**src/rtl/gpio_agg_pkg.sv**
```systemverilog
package gpio_agg_pkg;

   localparam int unsigned OFS_OUT   = 32'h00;
   localparam int unsigned OFS_DIR   = 32'h04;
   localparam int unsigned OFS_BLINK = 32'h08;
   localparam int unsigned OFS_POL   = 32'h0C;
   localparam int unsigned OFS_DIN   = 32'h10;
   localparam int unsigned OFS_CAUSE = 32'h14;
   localparam int unsigned OFS_EMASK = 32'h18;
   localparam int unsigned OFS_LMASK = 32'h1C;

   typedef enum logic [3:0] {
      SEL_NONE,
      SEL_OUT,
      SEL_DIR,
      SEL_BLINK,
      SEL_POL,
      SEL_DIN,
      SEL_CAUSE,
      SEL_EMASK,
      SEL_LMASK
   } reg_sel_e;

endpackage

```
**src/rtl/gpio_agg_decode.sv**
```systemverilog
module gpio_agg_decode
   import gpio_agg_pkg::*;
#(
   parameter int unsigned ADDR_W   = 8,
   parameter int unsigned MASK_OFS = 0
) (
   input  logic [ADDR_W-1:0] addr,
   output reg_sel_e          sel
);

   localparam logic [ADDR_W-1:0] A_OUT   = ADDR_W'(OFS_OUT);
   localparam logic [ADDR_W-1:0] A_DIR   = ADDR_W'(OFS_DIR);
   localparam logic [ADDR_W-1:0] A_BLINK = ADDR_W'(OFS_BLINK);
   localparam logic [ADDR_W-1:0] A_POL   = ADDR_W'(OFS_POL);
   localparam logic [ADDR_W-1:0] A_DIN   = ADDR_W'(OFS_DIN);
   localparam logic [ADDR_W-1:0] A_CAUSE = ADDR_W'(OFS_CAUSE);
   localparam logic [ADDR_W-1:0] A_EMASK = ADDR_W'(OFS_EMASK + MASK_OFS);
   localparam logic [ADDR_W-1:0] A_LMASK = ADDR_W'(OFS_LMASK + MASK_OFS);

   generate
      if ((MASK_OFS % 4) != 0) begin : g_bad_align
         $error("MASK_OFS must be a multiple of four");
      end
      if ((OFS_LMASK + MASK_OFS) >= (2 ** ADDR_W)) begin : g_bad_range
         $error("mask registers do not fit in ADDR_W address bits");
      end
   endgenerate

   always_comb begin
      sel = SEL_NONE;
      if (addr == A_OUT)        sel = SEL_OUT;
      else if (addr == A_DIR)   sel = SEL_DIR;
      else if (addr == A_BLINK) sel = SEL_BLINK;
      else if (addr == A_POL)   sel = SEL_POL;
      else if (addr == A_DIN)   sel = SEL_DIN;
      else if (addr == A_CAUSE) sel = SEL_CAUSE;
      else if (addr == A_EMASK) sel = SEL_EMASK;
      else if (addr == A_LMASK) sel = SEL_LMASK;
   end

endmodule

```
**src/rtl/gpio_agg_sync.sv**
```systemverilog
module gpio_agg_sync #(
   parameter int unsigned NPINS = 32
) (
   input  logic             clk,
   input  logic             rst_n,
   input  logic [NPINS-1:0] pin_in,
   input  logic [NPINS-1:0] pol,
   output logic [NPINS-1:0] din,
   output logic [NPINS-1:0] din_prev
);

   genvar i;
   generate
      for (i = 0; i < NPINS; i++) begin : g_pin
         logic meta_q;
         logic stab_q;
         logic prev_q;

         always_ff @(posedge clk) begin
            if (!rst_n) begin
               meta_q <= 1'b0;
               stab_q <= 1'b0;
               prev_q <= 1'b0;
            end else begin
               meta_q <= pin_in[i];
               stab_q <= meta_q;
               prev_q <= din[i];
            end
         end

         assign din[i]      = stab_q ^ pol[i];
         assign din_prev[i] = prev_q;
      end
   endgenerate

endmodule

```
**src/rtl/gpio_agg_blink.sv**
```systemverilog
module gpio_agg_blink #(
   parameter int unsigned BLINK_HALF = 1024
) (
   input  logic clk,
   input  logic rst_n,
   output logic phase
);

   localparam int unsigned CW = (BLINK_HALF > 1) ? $clog2(BLINK_HALF) : 1;
   localparam logic [CW-1:0] LAST = CW'(BLINK_HALF - 1);

   generate
      if (BLINK_HALF < 1) begin : g_bad_half
         $error("BLINK_HALF must be at least one");
      end
   endgenerate

   logic [CW-1:0] cnt_q;
   logic          phase_q;

   always_ff @(posedge clk) begin
      if (!rst_n) begin
         cnt_q   <= '0;
         phase_q <= 1'b0;
      end else if (cnt_q == LAST) begin
         cnt_q   <= '0;
         phase_q <= ~phase_q;
      end else begin
         cnt_q   <= cnt_q + 1'b1;
      end
   end

   assign phase = phase_q;

endmodule

```
**src/rtl/gpio_agg_irq.sv**
```systemverilog
module gpio_agg_irq #(
   parameter int unsigned NPINS = 32,
   parameter int unsigned GROUP = 8
) (
   input  logic                   clk,
   input  logic                   rst_n,
   input  logic [NPINS-1:0]       din,
   input  logic [NPINS-1:0]       din_prev,
   input  logic                   cause_wr,
   input  logic [NPINS-1:0]       wdata,
   input  logic [NPINS-1:0]       emask,
   input  logic [NPINS-1:0]       lmask,
   output logic [NPINS-1:0]       cause,
   output logic [NPINS/GROUP-1:0] irq_sum
);

   localparam int unsigned NGRP = NPINS / GROUP;

   logic [NPINS-1:0] cause_q;
   logic [NPINS-1:0] cause_nx;
   logic [NPINS-1:0] rise;
   logic [NPINS-1:0] pend;

   assign rise = din & ~din_prev;

   always_comb begin
      cause_nx = cause_q;
      if (cause_wr) cause_nx = cause_q & wdata;
      cause_nx = cause_nx | rise;
   end

   always_ff @(posedge clk) begin
      if (!rst_n) cause_q <= '0;
      else        cause_q <= cause_nx;
   end

   assign pend  = (din & lmask) | (cause_q & emask);
   assign cause = cause_q;

   genvar g;
   generate
      for (g = 0; g < NGRP; g++) begin : g_grp
         assign irq_sum[g] = |pend[g*GROUP +: GROUP];
      end
   endgenerate

endmodule

```
**src/rtl/gpio_agg_top.sv**
```systemverilog
module gpio_agg_top
   import gpio_agg_pkg::*;
#(
   parameter int unsigned NPINS      = 32,
   parameter int unsigned ADDR_W     = 8,
   parameter int unsigned MASK_OFS   = 0,
   parameter int unsigned BLINK_HALF = 1024
) (
   input  logic              clk,
   input  logic              rst_n,
   input  logic [ADDR_W-1:0] bus_addr,
   input  logic              bus_we,
   input  logic [31:0]       bus_wdata,
   output logic [31:0]       bus_rdata,
   input  logic [NPINS-1:0]  pin_in,
   output logic [NPINS-1:0]  pin_out,
   output logic [NPINS-1:0]  pin_oe,
   output logic [NPINS/8-1:0] irq_sum
);

   localparam int unsigned GROUP = 8;
   localparam int unsigned NGRP  = NPINS / GROUP;

   generate
      if (NPINS > 32 || NPINS < GROUP) begin : g_bad_npins
         $error("NPINS must lie between 8 and 32");
      end
      if ((NPINS % GROUP) != 0) begin : g_bad_groups
         $error("NPINS must be a whole number of eight-pin groups");
      end
   endgenerate

   reg_sel_e         sel;
   logic [NPINS-1:0] wdat;
   logic [NPINS-1:0] out_q, dir_q, blink_q, pol_q, emask_q, lmask_q;
   logic [NPINS-1:0] din, din_prev, cause_q;
   logic             cause_wr;
   logic             phase;

   assign wdat     = bus_wdata[NPINS-1:0];
   assign cause_wr = bus_we && (sel == SEL_CAUSE);

   gpio_agg_decode #(
      .ADDR_W   (ADDR_W),
      .MASK_OFS (MASK_OFS)
   ) u_dec (
      .addr (bus_addr),
      .sel  (sel)
   );

   always_ff @(posedge clk) begin
      if (!rst_n) begin
         out_q   <= '0;
         dir_q   <= '1;
         blink_q <= '0;
         pol_q   <= '0;
         emask_q <= '0;
         lmask_q <= '0;
      end else if (bus_we) begin
         case (sel)
            SEL_OUT:   out_q   <= wdat;
            SEL_DIR:   dir_q   <= wdat;
            SEL_BLINK: blink_q <= wdat;
            SEL_POL:   pol_q   <= wdat;
            SEL_EMASK: emask_q <= wdat;
            SEL_LMASK: lmask_q <= wdat;
            default: ;
         endcase
      end
   end

   gpio_agg_sync #(
      .NPINS (NPINS)
   ) u_sync (
      .clk      (clk),
      .rst_n    (rst_n),
      .pin_in   (pin_in),
      .pol      (pol_q),
      .din      (din),
      .din_prev (din_prev)
   );

   gpio_agg_irq #(
      .NPINS (NPINS),
      .GROUP (GROUP)
   ) u_irq (
      .clk      (clk),
      .rst_n    (rst_n),
      .din      (din),
      .din_prev (din_prev),
      .cause_wr (cause_wr),
      .wdata    (wdat),
      .emask    (emask_q),
      .lmask    (lmask_q),
      .cause    (cause_q),
      .irq_sum  (irq_sum)
   );

   gpio_agg_blink #(
      .BLINK_HALF (BLINK_HALF)
   ) u_blink (
      .clk   (clk),
      .rst_n (rst_n),
      .phase (phase)
   );

   genvar i;
   generate
      for (i = 0; i < NPINS; i++) begin : g_drv
         assign pin_oe[i]  = ~dir_q[i];
         assign pin_out[i] = dir_q[i] ? 1'b0 : (blink_q[i] ? phase : out_q[i]);
      end
   endgenerate

   function automatic logic [31:0] widen(input logic [NPINS-1:0] v);
      logic [31:0] r;
      r = '0;
      r[NPINS-1:0] = v;
      return r;
   endfunction

   always_comb begin
      case (sel)
         SEL_OUT:   bus_rdata = widen(out_q);
         SEL_DIR:   bus_rdata = widen(dir_q);
         SEL_BLINK: bus_rdata = widen(blink_q);
         SEL_POL:   bus_rdata = widen(pol_q);
         SEL_DIN:   bus_rdata = widen(din);
         SEL_CAUSE: bus_rdata = widen(cause_q);
         SEL_EMASK: bus_rdata = widen(emask_q);
         SEL_LMASK: bus_rdata = widen(lmask_q);
         default:   bus_rdata = '0;
      endcase
   end

   if (NGRP == 0) begin : g_never
      $error("no interrupt groups");
   end

endmodule

```
**config.mk**
```make
export PLATFORM = sky130hd
export DESIGN_NAME = gpio_agg_top
export DESIGN_NICKNAME = d
export VERILOG_FILES = /design/src/rtl/gpio_agg_pkg.sv /design/src/rtl/gpio_agg_decode.sv /design/src/rtl/gpio_agg_sync.sv /design/src/rtl/gpio_agg_blink.sv /design/src/rtl/gpio_agg_irq.sv /design/src/rtl/gpio_agg_top.sv
export SDC_FILE = /design/constraint.sdc
export NUM_CORES = 1
export LEC_CHECK = 0
export ABC_AREA = 1
export BUFFER_PORTS_ARGS = -buffer_cell sky130_fd_sc_hd__buf_4
export CAP_MARGIN = 10
export CORE_ASPECT_RATIO = 1.1
export CORE_MARGIN = 1.5
export CORE_UTILIZATION = 45
export DETAILED_ROUTE_END_ITERATION = 10
export GPL_ROUTABILITY_DRIVEN = 0
export SLEW_MARGIN = 10
export SYNTH_ARGS = -nofsm -noshare
export SYNTH_HDL_FRONTEND = slang
export SYNTH_SLANG_ARGS = --single-unit
```
**constraint.sdc**
```tcl
create_clock -name clk -period 2.7 [get_ports clk]
set_clock_uncertainty 0.2 [all_clocks]
set_input_delay 0.135 -clock clk [delete_from_list [all_inputs] [get_ports clk]]
set_output_delay 0.135 -clock clk [all_outputs]
set_load 0.03 [all_outputs]
```
==> flow_summary.ini <==
[outcome]
status = completed

[grt]
grt_usage_pct = 26.0
grt_pass1_vias = 12732
grt_pass1_wl_mm = 68.2
grt_start_max_net_pins = 86
use_met1_pct = 32.6
use_met3_pct = 3.48
grt_busiest_layer = met2
met2_usage_pct = 46.7
antenna_found_initial = 0
grt_overflow = 0

[synth]
synthTopCellsByArea = dfxtp_1 46%, nand2_1 13%, o21ai_0 6.5%
synth_edf_count = 0
synthFlopType = dfxtp_1
ys_async_sr_fraction_pct = 0
syn_avg_cell_area_um2 = 7.04
yosys.cell_count.top_type = nand2_1
synth_top_cell_by_area = dfxtp_1
synth_mux_area_share_pct = 0
yosysSeqAreaShare_pct = 46.2
synthCells = 2035
synth_top_area_share_pct = 46.2
syn_nets = 2111
yosys.area_share.simple_pct = 26.2
synthTopCellsByCount = 488 x nand2_1, 331 x dfxtp_1, 246 x inv_1, 244 x nor2_1, 185 x o21ai_0
synth_xor_area_share_pct = 2.02
synth_area_um2 = 14300
synth_cell_types = 31
synth_compound_area_share_pct = 15.3
yosysWarnings = 0
synth_seq_cells = 331
yosys.area_share.adder_pct = 0.0873
synth_top_family_by_area = simple AND/OR/NAND/NOR gates

[floorplan]
die_height_um = 190
fp.dieW_um = 173
die_area_um2 = 32900
num_rows = 68
pin_count = 175
core_um2 = 31400
start_util_pct = 45.7

[worst_hold_path]
hold_depth = 4
hp-class = in2reg

[layout]
diodes = 0
regArea_um2 = 6630
drive_gt1_share_pct = 14.0
area_delta_synth_final_pct = 25.3
finalNetCount = 2333
multiInputGateArea_um2 = 6250
num-fill-cells = 2977

[timing]
setup_viol = 0
rsz0062_at_grt = false
hold_viol_final = 0
finalSetupTns_ns = 0
max_slew_margin_pct = 38.5
slew_violations = 0
worst_pin_slew_ns = 0.922
period_needed_ns = 2.43
post-route-period-util_pct = 90.2
max_freq_mhz = 411

[clocking]
cts.path.max_buffers = 3
htree_num_levels = 2
clkSinkCount = 331
insertion_delay_ns = 0.51
numCtsBuffers = 37
path_clk_slew_ns = 0.06
cts_tree = done
ctsRootBufferMaster = clkbuf_16
ctsResizeCount = 0

[power_and_ir_drop]
pwr_density_cell_nw_per_um2 = 594
seqPwrFrac_pct = 47.1
ir_drop_mv = 0.438
intPower_w = 0.00835
leakage_nw = 8.32
p_sw_w = 0.00232
combPwrFrac_pct = 5.1
swShare_pct = 21.8
clkPwrFrac_pct = 47.8
p_total_w = 0.0107

[placement]
portBuffers = 174
dp_hpwl_mm = 29.0

[routing]
num_vias = 13480
drt-total-wl_mm = 43.4
dr.first_iter.drc_count = 825
ant_nets = 0
drtPass1Iterations = 8
viasPerCell = 4.99
wl_per_cell_um = 16.1
route.detailed.drc = 0

[worst_setup_path]
worstPathArrival_ns = 2.10
cp-end-kind = output pin
path_class = reg2out
cp-start-kind = flop
rr_worst_depth = 6
cp.required_ns = 2.37
crit_fanout = 16

[run]
maxCapViolCount = 0
## power by group through the flow
stage / Clock, W / Combinational, W / Sequential, W
after global placement: 0 / 0.000457 / 0.00513
final: 0.00510 / 0.000543 / 0.00503
after global routing: 0.00540 / 0.000598 / 0.00504
after floorplan: 0 / 0.000259 / 0.00512
after CTS: 0.00521 / 0.000542 / 0.00503
after detailed placement: 0 / 0.000460 / 0.00514
## per-stage QoR
step	hold WS, ns	worst slack [ns]	cells	util (%)	instance area (um2)
after floorplan	0.0326	1.08	2035	-	14300
after detailed placement	0.120	0.591	2568	51.1	16000
final	0.0429	0.265	2701	57.2	18000
after global routing	0.0528	0.198	2701	57.2	18000
after CTS	0.0299	0.271	2701	57.2	18000
after global placement	0.115	0.578	2568	51.1	16000
## routing by layer
metal  share of wire (%)  vias to the layer above
met2                  49                      347
met5                   0                        -
met3                 5.2                       58
met4                 2.0                        0
li1                    -                     6858
met1                  44                     6217
## registers in the layout, summed over array words and instances, names as in the netlist
name	flops
u_blink.cnt_q	10
u_sync.g_pin.stab_q	32
u_sync.g_pin.meta_q	32
blink_q	32
pol_q	32
u_sync.g_pin.prev_q	32
out_q	32
emask_q	32
u_irq.cause	32
dir_q	32
u_blink.phase	1
lmask_q	32
## cells by family (layout without fill, tap and decap cells)
family,Yosys count,in the layout
simple gates,895,895
buf+inv,356,602
fa+ha+maj,1,1
xor+xnor,33,33
flops,331,331
compound gates,419,419
## path summary, 6_finish.rpt
| check | start | end | slack, ns |
|---|---|---|---|
| min reg2reg | u_sync.g_pin[8].prev_q | u_irq.cause[8] | 0.20 |
| min | bus_we | lmask_q[31] | 0.04 |
| max reg2reg | u_blink.cnt_q[0] | u_blink.cnt_q[9] | 1.00 |
| max | u_blink.phase | pin_out[12] | 0.27 |
## cell type report
| cell class | count | area share (%) |
|---|---|---|
| clock buffers | 53 | 5.99 |
| multi-input cells | 1348 | 34.8 |
| repair buffers | 289 | 13.3 |
| well taps | 420 | 2.93 |
| inverters | 250 | 5.22 |
| clock inverters | 10 | 0.850 |
| flip-flops and latches | 331 | 36.9 |
## layout by cell type, fill, tap and decap left out, types with 37 or more instances in the layout
cell type,synthesis,layout
inv_1,246,246
clkbuf_16,0,37
nand2_1,488,488
o21ai_0,185,185
a21oi_1,180,180
dfxtp_1,331,331
buf_4,13,215
dlygate4sd3_1,0,70
nor2_1,244,240
nand3_1,93,93
## critical path: stages, from the launching register on
cell     delay [ns]
dfxtp_1        0.31
inv_1          0.67
buf_4          0.33
a21oi_1        0.10
buf_4          0.17
## repair_timing
action | in CTS | in global routing
hold buffers | 70 | 0
setup buffers | 0 | 0
endpoints found under the hold margin | 259 | 0
Power figures use the tool's default switching activity.
